<file path="src/rtl/plme_pkg.sv">
package plme_pkg;

    localparam int DEF_DEPTH     = 8;
    localparam int DEF_NUM_BANKS = 4;
    localparam int DEF_ROW_W     = 8;
    localparam int DEF_LAT_W     = 8;

    typedef enum logic {
        LK_MISS = 1'b0,
        LK_HIT  = 1'b1
    } lookup_e;

    function automatic lookup_e classify(input logic open_valid, input logic row_match);
        return (open_valid && row_match) ? LK_HIT : LK_MISS;
    endfunction

    function automatic int sum_width(input int lat_w, input int depth);
        return lat_w + $clog2(depth) + 1;
    endfunction

endpackage

</file>
<file path="src/rtl/plme_bank_tbl.sv">
module plme_bank_tbl
    import plme_pkg::*;
#(
    parameter int NUM_BANKS = DEF_NUM_BANKS,
    parameter int ROW_W     = DEF_ROW_W,
    localparam int BANK_W   = (NUM_BANKS > 1) ? $clog2(NUM_BANKS) : 1
) (
    input  logic              clk,
    input  logic              rst,
    input  logic [BANK_W-1:0] look_bank,
    input  logic [ROW_W-1:0]  look_row,
    input  logic              upd_en,
    output lookup_e           kind
);

    typedef struct packed {
        logic             valid;
        logic [ROW_W-1:0] row;
    } open_row_t;

    open_row_t open_q [NUM_BANKS];

    for (genvar g = 0; g < NUM_BANKS; g++) begin : g_bank
        always_ff @(posedge clk) begin
            if (rst) begin
                open_q[g] <= '0;
            end else if (upd_en && (look_bank == BANK_W'(g))) begin
                open_q[g].valid <= 1'b1;
                open_q[g].row   <= look_row;
            end
        end
    end

    open_row_t sel;
    always_comb begin
        sel = '0;
        for (int i = 0; i < NUM_BANKS; i++) begin
            if (look_bank == BANK_W'(i)) sel = open_q[i];
        end
        kind = classify(sel.valid, sel.row == look_row);
    end

endmodule

</file>
<file path="src/rtl/plme_lat_fifo.sv">
module plme_lat_fifo #(
    parameter int DEPTH    = 8,
    parameter int LAT_W    = 8,
    localparam int PTR_W   = (DEPTH > 1) ? $clog2(DEPTH) : 1,
    localparam int CNT_W   = $clog2(DEPTH + 1)
) (
    input  logic             clk,
    input  logic             rst,
    input  logic             push,
    input  logic [LAT_W-1:0] push_lat,
    input  logic             pop,
    output logic [LAT_W-1:0] head_lat,
    output logic [CNT_W-1:0] count,
    output logic             full,
    output logic             empty
);

    logic [LAT_W-1:0] slot_q [DEPTH];
    logic [PTR_W-1:0] head_q, tail_q;
    logic [CNT_W-1:0] count_q;

    logic do_push, do_pop;

    assign full     = (count_q == CNT_W'(DEPTH));
    assign empty    = (count_q == '0);
    assign do_push  = push && !full;
    assign do_pop   = pop && !empty;
    assign head_lat = slot_q[head_q];
    assign count    = count_q;

    function automatic logic [PTR_W-1:0] wrap_inc(input logic [PTR_W-1:0] p);
        return (p == PTR_W'(DEPTH - 1)) ? '0 : p + 1'b1;
    endfunction

    always_ff @(posedge clk) begin
        if (rst) begin
            head_q  <= '0;
            tail_q  <= '0;
            count_q <= '0;
        end else begin
            if (do_push) tail_q <= wrap_inc(tail_q);
            if (do_pop)  head_q <= wrap_inc(head_q);
            case ({do_push, do_pop})
                2'b10:   count_q <= count_q + 1'b1;
                2'b01:   count_q <= count_q - 1'b1;
                default: count_q <= count_q;
            endcase
        end
    end

    for (genvar g = 0; g < DEPTH; g++) begin : g_slot
        always_ff @(posedge clk) begin
            if (rst) begin
                slot_q[g] <= '0;
            end else if (do_push && (tail_q == PTR_W'(g))) begin
                slot_q[g] <= push_lat;
            end
        end
    end

endmodule

</file>
<file path="src/rtl/plme_accum.sv">
module plme_accum #(
    parameter int LAT_W = 8,
    parameter int SUM_W = 12
) (
    input  logic             clk,
    input  logic             rst,
    input  logic             add_en,
    input  logic [LAT_W-1:0] add_val,
    input  logic             sub_en,
    input  logic [LAT_W-1:0] sub_val,
    output logic [SUM_W-1:0] total
);

    logic [SUM_W-1:0] total_q;
    logic [SUM_W-1:0] inc, dec;

    assign inc   = add_en ? SUM_W'(add_val) : '0;
    assign dec   = sub_en ? SUM_W'(sub_val) : '0;
    assign total = total_q;

    always_ff @(posedge clk) begin
        if (rst) total_q <= '0;
        else     total_q <= total_q + inc - dec;
    end

endmodule

</file>
<file path="src/rtl/plme_top.sv">
module plme_top
    import plme_pkg::*;
#(
    parameter int DEPTH     = DEF_DEPTH,
    parameter int NUM_BANKS = DEF_NUM_BANKS,
    parameter int ROW_W     = DEF_ROW_W,
    parameter int LAT_W     = DEF_LAT_W,
    localparam int BANK_W   = (NUM_BANKS > 1) ? $clog2(NUM_BANKS) : 1,
    localparam int CNT_W    = $clog2(DEPTH + 1),
    localparam int SUM_W    = sum_width(LAT_W, DEPTH)
) (
    input  logic              clk,
    input  logic              rst,
    input  logic              enq_valid,
    input  logic              enq_shared_only,
    input  logic [BANK_W-1:0] enq_bank,
    input  logic [ROW_W-1:0]  enq_row,
    input  logic              deq_valid,
    input  logic [LAT_W-1:0]  lat_row_hit,
    input  logic [LAT_W-1:0]  lat_row_miss,
    output logic              full,
    output logic              empty,
    output logic [CNT_W-1:0]  occupancy,
    output logic [SUM_W-1:0]  est_latency
);

    lookup_e          kind;
    logic             accept, retire;
    logic [LAT_W-1:0] pick_lat, head_lat;

    assign accept   = enq_valid && !enq_shared_only && !full;
    assign retire   = deq_valid && !empty;
    assign pick_lat = (kind == LK_HIT) ? lat_row_hit : lat_row_miss;

    plme_bank_tbl #(
        .NUM_BANKS (NUM_BANKS),
        .ROW_W     (ROW_W)
    ) u_banks (
        .clk       (clk),
        .rst       (rst),
        .look_bank (enq_bank),
        .look_row  (enq_row),
        .upd_en    (accept),
        .kind      (kind)
    );

    plme_lat_fifo #(
        .DEPTH    (DEPTH),
        .LAT_W    (LAT_W)
    ) u_fifo (
        .clk      (clk),
        .rst      (rst),
        .push     (accept),
        .push_lat (pick_lat),
        .pop      (retire),
        .head_lat (head_lat),
        .count    (occupancy),
        .full     (full),
        .empty    (empty)
    );

    plme_accum #(
        .LAT_W   (LAT_W),
        .SUM_W   (SUM_W)
    ) u_accum (
        .clk     (clk),
        .rst     (rst),
        .add_en  (accept),
        .add_val (pick_lat),
        .sub_en  (retire),
        .sub_val (head_lat),
        .total   (est_latency)
    );

endmodule

</file>
<file path="config.mk">
export PLATFORM = sky130hd
export DESIGN_NAME = plme_top
export DESIGN_NICKNAME = d
export VERILOG_FILES = /design/src/rtl/plme_pkg.sv /design/src/rtl/plme_bank_tbl.sv /design/src/rtl/plme_lat_fifo.sv /design/src/rtl/plme_accum.sv /design/src/rtl/plme_top.sv
export SDC_FILE = /design/constraint.sdc
export NUM_CORES = 1
export LEC_CHECK = 0
export ABC_CLOCK_PERIOD_IN_PS = 9000
export BUFFER_PORTS_ARGS = -buffer_cell sky130_fd_sc_hd__buf_2
export CORE_AREA = 4 4 144 146
export DETAILED_ROUTE_END_ITERATION = 7
export DIE_AREA = 0 0 148 150
export PLACE_DENSITY = 0.59
export SYNTH_ARGS = -nofsm -noshare
export SYNTH_HDL_FRONTEND = slang
export SYNTH_HIERARCHICAL = 1
export SYNTH_SLANG_ARGS = --single-unit
</file>
<file path="constraint.sdc">
create_clock -name clk -period 9 [get_ports clk]
set_input_delay 0.45 -clock clk [delete_from_list [all_inputs] [get_ports clk]]
set_output_delay 0.45 -clock clk [all_outputs]
set_load 0.02 [all_outputs]
</file>
[Word level (Yosys, flattened, before mapping)]
Memories as Yosys holds them, arrays and structs flattened. A register that Yosys moved wholly into a read port is not among the register bits.
Cells that the tools add are included.
Word-level totals
  bits in registers: 22
  memories: 2
  output and inout bits: 18
  bits in writable memories: 100
  input bits: 31
  word-level logic and storage cells: 135
Memories
  u_fifo.slot_q: depth 8, bits a word 8, read ports 1, clocked after Yosys merged registers in 1, write ports 8, line plme_lat_fifo.sv:18  | logic [LAT_W-1:0] slot_q [DEPTH];
  u_banks.open_q: depth 4, bits a word 9, read ports 4, clocked after Yosys merged registers in 0, write ports 4, line plme_bank_tbl.sv:21  | open_row_t open_q [NUM_BANKS];
Operators by class
  bitwise operators: 16
  equal/unequal tests: 15
  add/sub/neg operators: 6
  reductions and logical operators: 25
  multiplexer cells: 67
Operator list (number)
  2-to-1 mux 8 bit: 15
  2-to-1 mux 1 bit: 43
  2-to-1 mux 9 bit: 4
  logical AND 1 bit: 18
  bitwise OR 1 bit: 16
  equality test 3 bit (second input constant): 5
  adder 12 bit: 1
  2-to-1 mux 3 bit: 4
  subtractor 12 bit: 1
  equality test 8 bit: 1
  case mux 4 bit (2 select lines): 1
  adder 3 x 1 -> 3 bit (second input constant): 2
  equality test 2 bit (second input constant): 3
  equality test 3 x 2 -> 1 bit (second input constant): 2
  adder 4 x 1 -> 4 bit (second input constant): 1
  equality test 2 x 1 -> 1 bit (second input constant): 2
  equality test 4 bit (second input constant): 1
  zero test 4 bit: 1
  subtractor 4 x 1 -> 4 bit (second input constant): 1
  equality test 3 x 1 -> 1 bit (second input constant): 1
  zero test 1 bit: 3
  zero test 3 bit: 1
  zero test 2 bit: 1
  nonzero test 2 bit: 1

[Longest topological paths before layout]
Gate-level depths: netlist of the first run.
  word-level depth: 12
  gate-level depth with buffers: 20
  mapped depth without buffers: 16

[Cells and area by module]
The synthesis of the first run kept the hierarchy.
By module, submodules not included
  plme_lat_fifo: times used 1, area an instance 3560.9 µm², sequential area each 2182.1 µm², cells an instance 266
  plme_bank_tbl: times used 1, area an instance 1805.5 µm², sequential area each 1071.0 µm², cells an instance 133
  plme_accum: times used 1, area an instance 1189.9 µm², sequential area each 240.2 µm², cells an instance 149
  plme_top: times used 1, area an instance 145.1 µm², sequential area each 0.0 µm², cells an instance 11

[Least setup slack after synthesis of the first run]
OpenSTA, ideal clock, no wires.
  path type: input-to-reg
  start: input enq_bank[0]
  end: register u_accum.total_q[8] (netlist: u_accum/total[8])
  setup time: 123 ps
  setup slack: 4902 ps
  cell stages on the path: 18
  data arrival time: 3974 ps
  required time: 8877 ps
  cell sequence: buf_6 buf_8 mux4_2 xnor2_1 nand3_1 nor3_1 and3_1 buf_6 mux2_4 nand2_1 fa_1 inv_1 fa_1 a211oi_2 o21bai_1 a21oi_1 a21oi_1 mux2_1
Between the ends
  cells in the longest elaborated chain, start to end: 12
  elaborated cells on any way between the ends: 15
Ends and longest elaborated chain
  from (decl): line plme_top.sv:16  | input logic [BANK_W-1:0] enq_bank,
  zero test 2 bit: line plme_bank_tbl.sv:38  | if (look_bank == BANK_W'(i)) sel = open_q[i];
  2-to-1 mux 9 bit (3 in a row): line plme_bank_tbl.sv:38
  2-to-1 mux 9 bit *: line plme_bank_tbl.sv:38
  equality test 8 bit: line plme_bank_tbl.sv:40  | kind = classify(sel.valid, sel.row == look_row);
  logical AND 1 bit *: line plme_pkg.sv:14  | return (open_valid && row_match) ? LK_HIT : LK_MISS;
  2-to-1 mux 1 bit *: line plme_pkg.sv:14
  named net kind: line plme_top.sv:27  | lookup_e kind;
  2-to-1 mux 8 bit *: line plme_top.sv:33  | assign pick_lat = (kind == LK_HIT) ? lat_row_hit : lat_row_miss;
  named net pick_lat[1]: line plme_top.sv:29  | logic [LAT_W-1:0] pick_lat, head_lat;
  2-to-1 mux 8 bit *: line plme_accum.sv:17  | assign inc = add_en ? SUM_W'(add_val) : '0;
  adder 12 bit *: line plme_accum.sv:23  | else total_q <= total_q + inc - dec;
  subtractor 12 bit *: line plme_accum.sv:23
  to (signal assigned): line plme_accum.sv:23
  to (decl): line plme_accum.sv:14  | logic [SUM_W-1:0] total_q;
Mark *: on every way through the listed nets, which the timed path passes. The rest lies on a longest branch.
A chain may end at the register's enable or synchronous reset.

[Worst setup path in the final report of the first run]
Same ends and word-level chain as after synthesis.

==> metrics.txt, run 1 <==
Final Hold Viols 0; crit-path max FO 24; Power Density 243.8 mW/mm²; Worst Max-Slew Pin Slew 1.129 ns; hold buffer count at cts 0; RR Startpoint u_banks/open_q[1][5]$_SDFFCE_PN0P_; mapped cell area 0.006701 mm²; leakage power 3.043 nW; Routed WL per cell 16.85 µm; HPWL Detailed 10320 µm; CP Data Arrival Time 4.94 ns; top cell type's share of synthesized area 0.4436; Num CTS Buffers 17; minimum clock period 4.637 ns; Bufs on Longest Clock Path 2; Final GP Congestion 0.7840; Core Area 0.01940 mm²; Int Pwr 1.344 mW; Ports 49; initial antenna violation count 0; top post-synthesis cells by area edfxtp_1 44%, dfxtp_1 7.8%, and2_1 5.8%; largest net degree at the start of global routing 48; nets@finish 671; FFs w/ async S/R, synth 0; clock sinks 125; Gate Count Post-Synth 559; setup ws final 4.363 ns; Logic pwr share 0.253; max_cap viols 0; Sw Pwr 0.5624 mW; number of global-route vias before repair 4576; Vias 4331; fin. max-slew vios 0; Skew-Pair Late Insertion Delay 0.42 ns; Sw Ratio 0.2950; final worst path period share 0.5152; top-count cell post-synth edfxtp_1; worst path required time 9.31 ns; Setup TNS 0 ns; Iter 0 DRT Violations 289; Crit Path Class in -> reg; FF+latch count, synth 125; post-synth top area cell edfxtp_1; Worst R2R End u_accum/total[8]$_SDFF_PP0_; die width 148 µm; Post-synth EDFFs 99; Reg2Reg Depth 15; root buffer cell clkbuf_16; RSZ-0062 raised after global routing false; Row Count 51; VDD IR max 0.1413 mV; first-pass GRT wire length 23970 µm; drc violations 0; die height 150 µm; htree depth 4; Overflow after GRT 0; clk_skew 0.01210 ns; Setup crit end u_accum/total[8]$_SDFF_PP0_; final wirelength 14950 µm; Synth Flop Type edfxtp_1; Worst setup EP type flip-flop; most common library cells after synthesis 99 x edfxtp_1, 74 x nor2_1, 62 x and2_1, 34 x nand2_1, 33 x inv_1; Pre-Repair DR Iteration Count 5; HP Class in -> reg; crit path launch enq_bank[0]; remaining antenna violation count 0; sequential area share after synthesis 0.5213; Fmax achieved 215.7 MHz; I/O Buffers 48; dpl cells 855; post-route insts no fill 887; Yosys cell types 57; CTS tree yes; n_diodes 0; Worst-path clk slew 0.06 ns; layout cells sized above 1 0.2154; die area 0.02220 mm²; Post-Syn Area per Cell 11.99 µm²; run status finished, final reports clean; pre-CTS setup slack 3.924 ns; Clock Power Share 0.383; Vias/cell 4.883; Startpoint Class input pin; Synthesis Warnings 6; final design utilization 0.4032; register-to-register setup slack 4.56 ns; GR Util All Layers 0.1416; # resized after CTS 0; area grow syn2layout 16.71%; setup violators final 0; Post-CTS Repair Setup Buffers 0; share of power burned in registers 0.364; Initial Util 0.3455; max-slew headroom at the worst pin 0.2418; fill count 1877; Syn Nets 621
per-layer routing:
| metal | vias up | routed length (µm) | track usage |
|---|---|---|---|
| li1 | 2085 | - | - |
| met5 | - | 0 | 0 |
| met1 | 2145 | 6763 | 0.1818 |
| met4 | 0 | 193 | 0.04665 |
| met3 | 15 | 556 | 0.03937 |
| met2 | 86 | 7436 | 0.2325 |
sequential cells by signal, indices dropped and copies added, names as in the netlist, named ones only:
signal and cells:
u_banks/open_q 36, u_fifo/count 4, u_fifo/slot_q 64, u_fifo/tail_q 3, u_accum/total 12, u_fifo/head_q 3
logic make-up after synthesis:
logic type | after synthesis | synth area share
compound gates | 68 | 0.07412
xor+xnor | 13 | 0.01699
fa+ha+maj | 31 | 0.06684
buf+inv | 54 | 0.03659
flops | 125 | 0.5213
mux | 47 | 0.1150
simple gates | 221 | 0.1692
final cells by class:
class / count / area [µm²] / share of cell area
multi-input cells: 380 / 2968 / 0.3795
repair buffers: 51 / 262.8 / 0.03359
inverters: 34 / 127.6 / 0.01632
well taps: 265 / 331.6 / 0.04239
clock inverters: 15 / 212.7 / 0.02720
clock buffers: 17 / 425.4 / 0.05439
flip-flops and latches: 125 / 3493 / 0.4466
critical path, cell delays in order:
cell	delay, ns
buf_2	0.42
mux4_1	0.64
xnor2_1	0.15
nand3_1	0.11
nor3_1	0.13
and3_1	0.58
mux2_4	0.31
nand2_1	0.07
fa_1	0.48
inv_1	0.07
fa_1	0.49
a211oi_2	0.26
o21bai_1	0.11
a21oi_1	0.23
a21oi_1	0.11
mux2_1	0.31
per-stage QoR:
stage          hold WS [ns]  power [mW]  instance area, µm²
3_3_place_gp         0.4540       1.178                7183
6_report             0.3795       1.907                7821
5_1_grt              0.3691       2.009                7821
4_1_cts              0.3561       1.924                7821
2_1_floorplan        0.4361       1.070                6701
3_5_place_dp         0.4695       1.186                7183
placed cells by master (no fill, tap or decap), types with 4 or more instances in the layout:
cell	n
a211oi_1	5
a21o_1	6
a21oi_1	12
and2_1	62
and2b_1	4
buf_2	48
bufinv_16	4
clkbuf_16	17
clkinv_4	5
dfxtp_1	26
edfxtp_1	99
fa_1	8
ha_1	23
inv_1	33
mux2_2	11
mux2_4	8
mux2i_1	8
mux4_2	17
nand2_1	34
nor2_1	74
nor2b_1	7
nor3_1	11
nor3b_1	4
o21a_1	6
o21ai_0	9
o21bai_1	9
or3_1	5
xnor2_1	6
xor2_1	7
power by group through the flow:
stage / sequential, mW / clock [mW] / combinational [mW]
floorplan: 0.725 / 0 / 0.345
global placement: 0.704 / 0 / 0.474
detailed placement: 0.706 / 0 / 0.479
CTS: 0.695 / 0.746 / 0.483
global route: 0.700 / 0.771 / 0.539
finish: 0.694 / 0.731 / 0.482
worst min-delay path by stage:
stage / cells past startpoint / end / start / slack (ns)
2_1_floorplan: 2 / u_banks/open_q[2][8]$_SDFFE_PP1P_ / u_banks/open_q[2][8]$_SDFFE_PP1P_ / 0.44
3_3_place_gp: 2 / u_banks/open_q[2][8]$_SDFFE_PP1P_ / u_banks/open_q[2][8]$_SDFFE_PP1P_ / 0.45
3_5_place_dp: 2 / u_banks/open_q[2][8]$_SDFFE_PP1P_ / u_banks/open_q[2][8]$_SDFFE_PP1P_ / 0.47
4_1_cts: 2 / u_banks/open_q[1][1]$_SDFFCE_PN0P_ / enq_row[1] / 0.36
5_1_grt: 2 / u_banks/open_q[2][1]$_DFFE_PP_ / enq_row[1] / 0.37
6_report: 2 / u_banks/open_q[1][1]$_SDFFCE_PN0P_ / enq_row[1] / 0.38
(Power assumes the default switching activity.)
==> run 2: changes to the inputs <==
- ABC_CLOCK_PERIOD_IN_PS: 9000 -> 4410
- clock period: 9 -> 4.41 ns (I/O delays scaled with it)
==> run 2 against run 1 <==
Wire length increased by 2.6%. Flip-flop and latch count stayed put. Power up 110%. Register-to-register slack lost 4.3 ns. Largest cell class unchanged.
==> metrics.txt, run 2 (same netlist as run 1, synthesis figures left out) <==
die area 0.02220 mm² (unchanged); Setup TNS 0 ns (unchanged); worst path required time 4.71 ns (was 9.31 ns); I/O Buffers 48 (unchanged); RR Startpoint u_banks/open_q[0][5]$_SDFFCE_PN0P_ (was u_banks/open_q[1][5]$_SDFFCE_PN0P_); HP Class in -> reg (unchanged); Num CTS Buffers 17 (unchanged); Fmax achieved 240.5 MHz; register-to-register setup slack 0.25 ns (was 4.56 ns); # resized after CTS 0 (unchanged); Initial Util 0.3455 (unchanged); n_diodes 0 (unchanged); share of power burned in registers 0.361 (was 0.364); Clock Power Share 0.383 (about the same); CP Data Arrival Time 4.46 ns (was 4.94 ns); number of global-route vias before repair 4616 (was 4576); setup violators final 0 (unchanged); Int Pwr 2.766 mW (was 1.344 mW); final worst path period share 0.9427; VDD IR max 0.2858 mV (was 0.1413 mV); Final GP Congestion 0.8040 (was 0.7840); Power Density 495.8 mW/mm² (was 243.8 mW/mm²); Iter 0 DRT Violations 340 (was 289); Top reg by flops u_fifo/slot_q (unchanged); max reg flops 64 (unchanged); final hold slack 0.1507 ns (was 0.3795 ns); area grow syn2layout 18.22% (was 16.71%); nets@finish 683 (was 671); Reg2Reg Depth 16 (was 15); HPWL Detailed 10650 µm (was 10320 µm); layout cells sized above 1 0.2303 (was 0.2154); first-pass GRT wire length 24670 µm (was 23970 µm); die width 148 µm (unchanged); Worst-path clk slew 0.06 ns (about the same); leakage power 3.107 nW (was 3.043 nW); CTS tree yes (unchanged); max_cap viols 0 (unchanged); most frequent cells in the layout 99 x edfxtp_1, 74 x nor2_1, 62 x and2_1, 48 x buf_2, 34 x nand2_1 (unchanged); Vias 4451 (was 4331); Vias/cell 4.951 (was 4.883); crit path launch u_banks/open_q[0][5]$_SDFFCE_PN0P_ (was enq_bank[0]); Ports 49 (unchanged); Startpoint Class flip-flop (was input pin); max-slew headroom at the worst pin 0.2301 (was 0.2418); RSZ-0062 raised after global routing false (unchanged); Overflow after GRT 0 (unchanged); Post-CTS Repair Setup Buffers 0 (unchanged); Worst Max-Slew Pin Slew 1.146 ns (was 1.129 ns); most common cell after layout, fill and taps aside edfxtp_1 (unchanged); initial antenna violation count 0 (unchanged); die height 150 µm (unchanged); final wirelength 15340 µm (was 14950 µm); Hold Crit Depth 2 (unchanged); Crit Path Class reg -> reg (was in -> reg); Final Hold Viols 0 (unchanged); Pre-Repair DR Iteration Count 5 (unchanged); minimum clock period 4.157 ns; root buffer cell clkbuf_16 (unchanged); Row Count 51 (unchanged); htree depth 4 (unchanged); run status finished, final reports clean (unchanged); Core Area 0.01940 mm² (unchanged); fin. max-slew vios 0 (unchanged); Routed WL per cell 17.06 µm (was 16.85 µm); Sw Ratio 0.2958 (was 0.2950); hold buffer count at cts 0 (unchanged); clk_skew 0.009827 ns (was 0.01210 ns); drc violations 0 (unchanged); Worst setup EP type flip-flop (unchanged); Bufs on Longest Clock Path 2 (unchanged); hold_sp enq_row[5] (was enq_row[1]); Sw Pwr 1.162 mW (was 0.5624 mW); Logic pwr share 0.257 (was 0.253); largest net degree at the start of global routing 48 (unchanged); Skew-Pair Late Insertion Delay 0.42 ns (about the same); remaining antenna violation count 0 (unchanged); clock sinks 125 (unchanged); crit-path max FO 8 (was 24); GR Util All Layers 0.1461 (was 0.1416)
[run 2: through the flow]
stage               instances  worst slack, ns  total power, mW  utilization  cell area, µm²
detailed placement        867           0.1223            2.451       0.3756            7286
finish                    899           0.2525            3.928       0.4084            7923
global placement          867           0.1368            2.435       0.3756            7286
global route              899          0.01080            4.155       0.4084            7923
floorplan                 559           0.4843            2.184            -            6701
CTS                       899           0.2186            3.966       0.4084            7923
[run 2: layout make-up]
class	count	area (µm²)
Tap cell	265	331.6
Fill cell	1911	11480
Timing Repair Buffer	63	365.4
Clock buffer	17	425.4
Inverter	34	127.6
Sequential cell	125	3493
Multi-Input combinational cell	380	2968
Clock inverter	15	211.5
[run 2: path summary, 6_finish.rpt]
| kind | endpoint |
|---|---|
| worst max-delay path | u_accum/total[9]$_SDFF_PP0_ |
| worst min-delay path | u_banks/open_q[3][5]$_SDFFCE_PN0P_ |
| worst max register to register | u_accum/total[9]$_SDFF_PP0_ |
| worst min register to register | u_banks/open_q[2][8]$_SDFFE_PP1P_ |
[run 2: routing by layer]
| layer | part of all wire | track usage |
|---|---|---|
| met5 | 0 | 0 |
| met4 | 0.018 | 0.04896 |
| met3 | 0.064 | 0.03907 |
| met2 | 0.49 | 0.2393 |
| met1 | 0.43 | 0.1887 |
[run 2: power by group through the flow]
stage,sequential [mW],combinational [mW],clock [mW]
3_3_place_gp,1.44,0.995,0
6_report,1.42,1.01,1.50
4_1_cts,1.42,1.01,1.53
5_1_grt,1.43,1.14,1.59
2_1_floorplan,1.48,0.704,0
3_5_place_dp,1.44,1.01,0
[run 2: critical path, cell delays in order (launching register included)]
cell,delay (ns)
edfxtp_1,0.36
mux4_1,0.51
xnor2_1,0.16
nand3_1,0.10
nor3_1,0.15
and3_1,0.23
buf_12,0.15
mux2_4,0.33
nand2_1,0.09
fa_1,0.41
inv_1,0.11
ha_1,0.27
a211oi_2,0.23
o21ai_1,0.15
and2_1,0.18
a211oi_1,0.22
mux2_2,0.36
==> run 3: changes to the inputs <==
- CORE_AREA: 4 4 144 146 -> 2 2 142 144
- DIE_AREA: 0 0 148 150 -> 0 0 144 146
==> run 3 against run 2 <==
First-iteration DRC count down 21%. Setup slack improved by 0.053 ns. Largest cell class unchanged. Final cell count down 0.22%. Largest power group is now registers.
==> metrics.txt, run 3 (same netlist as run 1, synthesis figures left out) <==
run status finished, final reports clean (unchanged); Setup TNS 0 ns (unchanged); max reg flops 64 (unchanged); Core Area 0.01933 mm² (was 0.01940 mm²); CTS tree yes (unchanged); final design utilization 0.4078 (was 0.4084); met3 WL post-DR 702 µm (was 978 µm); Initial Util 0.3466 (was 0.3455); final worst path period share 0.9307 (was 0.9427); Routed WL per cell 16.74 µm (was 17.06 µm); HP Class in -> reg (unchanged); Max Used Layer met4 (unchanged); HPWL Detailed 10280 µm (was 10650 µm); share of power burned in registers 0.371 (was 0.361); Int Pwr 2.640 mW (was 2.766 mW); die area 0.02102 mm² (was 0.02220 mm²); largest net degree at the start of global routing 48 (unchanged); area grow syn2layout 17.66% (was 18.22%); remaining antenna violation count 0 (unchanged); RSZ-0062 raised after global routing false (unchanged); Final Power 3.810 mW (was 3.928 mW); Top reg by flops u_fifo/slot_q (unchanged); Sw Ratio 0.3071 (was 0.2958); Clock Power Share 0.364 (was 0.383); VDD IR max 0.2818 mV (was 0.2858 mV); Num CTS Buffers 17 (unchanged); I/O Buffers 48 (unchanged); Power Density 483.2 mW/mm² (was 495.8 mW/mm²); Iter 0 DRT Violations 270 (was 340); crit-path max FO 8 (unchanged); Worst Max-Slew Pin Slew 1.109 ns (was 1.146 ns); Crit Path Class reg -> reg (unchanged); Sw Pwr 1.170 mW (was 1.162 mW); Ports 49 (unchanged); initial antenna violation count 0 (unchanged); layout cells sized above 1 0.2326 (was 0.2303); Startpoint Class flip-flop (unchanged); max_cap viols 0 (unchanged); hold_sp enq_row[5] (unchanged); most common cell after layout, fill and taps aside edfxtp_1 (unchanged); die height 146 µm (was 150 µm); root buffer cell clkbuf_16 (unchanged); fill count 1845 (was 1911); Row Count 51 (unchanged); Reg2Reg Depth 16 (unchanged); Overflow after GRT 0 (unchanged); leakage power 3.073 nW (was 3.107 nW); CP Data Arrival Time 4.41 ns (was 4.46 ns); register-to-register setup slack 0.31 ns (was 0.25 ns); Post-CTS Repair Setup Buffers 0 (unchanged); final hold slack 0.1482 ns (was 0.1507 ns); Worst R2R End u_accum/total[8]$_SDFF_PP0_ (was u_accum/total[9]$_SDFF_PP0_); first-pass GRT wire length 23690 µm (was 24670 µm); setup ws final 0.3058 ns (was 0.2525 ns); Bufs on Longest Clock Path 2 (unchanged); nets@finish 681 (was 683); worst path required time 4.72 ns (was 4.71 ns); setup violators final 0 (unchanged); n_diodes 0 (unchanged); Vias/cell 4.972 (was 4.951); final wirelength 15020 µm (was 15340 µm); RR Startpoint u_banks/open_q[0][6]$_SDFFCE_PN0P_ (was u_banks/open_q[0][5]$_SDFFCE_PN0P_); pre-CTS setup slack 0.02414 ns (was 0.1223 ns); fin. max-slew vios 0 (unchanged); number of global-route vias before repair 4601 (was 4616); clock sinks 125 (unchanged); Logic pwr share 0.265 (was 0.257); Skew-Pair Late Insertion Delay 0.42 ns (about the same); minimum clock period 4.104 ns (was 4.157 ns); max-slew headroom at the worst pin 0.2549 (was 0.2301); met2 wire len 7466 µm (was 7503 µm); htree depth 4 (unchanged); Fmax achieved 243.7 MHz (was 240.5 MHz); die width 144 µm (was 148 µm); Worst Hold End u_banks/open_q[0][5]$_SDFFCE_PN0P_ (was u_banks/open_q[3][5]$_SDFFCE_PN0P_); Final GP Congestion 0.7894 (was 0.8040); Hold Crit Depth 2 (unchanged); Metal-1 WL 6546 µm (was 6576 µm); Final Hold Viols 0 (unchanged); clk_skew 0.01024 ns (was 0.009827 ns); Worst setup EP type flip-flop (unchanged); most frequent cells in the layout 99 x edfxtp_1, 74 x nor2_1, 62 x and2_1, 48 x buf_2, 34 x nand2_1 (unchanged); Vias 4460 (was 4451); GR Util All Layers 0.1493 (was 0.1461); drc violations 0 (unchanged); Pre-Repair DR Iteration Count 4 (was 5); Worst-path clk slew 0.06 ns (about the same)
-- run 3: cell types whose count changed in the layout (fill, tap and decap cells not counted), moves of 2 or more --
cell / delta
inv_6: +2
clkinv_4: -3
clkinvlp_4: +2
buf_4: -3
bufinv_16: -2
-- run 3: how the worst max path moves through the flow --
| stage | startpoint | cells past startpoint | slack (ns) | endpoint |
|---|---|---|---|---|
| floorplan | u_fifo/count[1]$_SDFFE_PP0P_ | 14 | 0.48 | u_accum/total[8]$_SDFF_PP0_ |
| global placement | enq_bank[0] | 18 | 0.15 | u_accum/total[9]$_SDFF_PP0_ |
| detailed placement | enq_bank[0] | 18 | 0.02 | u_accum/total[8]$_SDFF_PP0_ |
| CTS | u_banks/open_q[0][6]$_SDFFCE_PN0P_ | 16 | 0.19 | u_accum/total[8]$_SDFF_PP0_ |
| global route | u_banks/open_q[0][6]$_SDFFCE_PN0P_ | 16 | 0.03 | u_accum/total[9]$_SDFF_PP0_ |
| finish | u_banks/open_q[0][6]$_SDFFCE_PN0P_ | 16 | 0.31 | u_accum/total[8]$_SDFF_PP0_ |
-- run 3: power by group through the flow --
stage	registers [mW]	clock network [mW]	logic (mW)
4_1_cts	1.42	1.42	1.00
3_3_place_gp	1.44	0	0.977
5_1_grt	1.43	1.47	1.12
6_report	1.41	1.39	1.01
3_5_place_dp	1.44	0	1.00
2_1_floorplan	1.48	0	0.704
-- run 3: routing by layer --
layer  GRT usage  vias to the layer above
li1            -                     2112
met1      0.1815                     2201
met2      0.2498                      121
met3     0.04212                       26
met4     0.05784                        0
met5           0                        -
-- run 3: critical path, stage by stage (launching register included) --
cell and delay [ns]:
edfxtp_1 0.36, mux4_1 0.51, xnor2_1 0.17, nand3_1 0.12
nor3_2 0.14, and3_4 0.22, buf_12 0.13, mux2_4 0.19
nand2_1 0.07, fa_1 0.50, inv_1 0.07, fa_1 0.50
a211oi_2 0.28, o21bai_1 0.14, a21oi_2 0.18, a21oi_1 0.09
mux2_1 0.31
-- run 3: cell type report --
cell class,count,area [µm²],share of cell area
Clock buffer,17,425.4,0.05395
Multi-Input combinational cell,380,2982,0.3781
Inverter,34,127.6,0.01619
Clock inverter,15,162.7,0.02063
Tap cell,265,331.6,0.04205
Sequential cell,125,3493,0.4430
Timing Repair Buffer,61,362.8,0.04602
-- run 3: through the flow --
stage	instances	instance area, µm²
2_1_floorplan	559	6701
4_1_cts	897	7871
3_3_place_gp	865	7283
3_5_place_dp	865	7283
5_1_grt	897	7885
6_report	897	7885
-- run 3: what timing repair did --
action / CTS / global route
endpoints found under the setup margin: 0 / 2
hold buffers: 0 / 0
gates resized for setup: 0 / 3
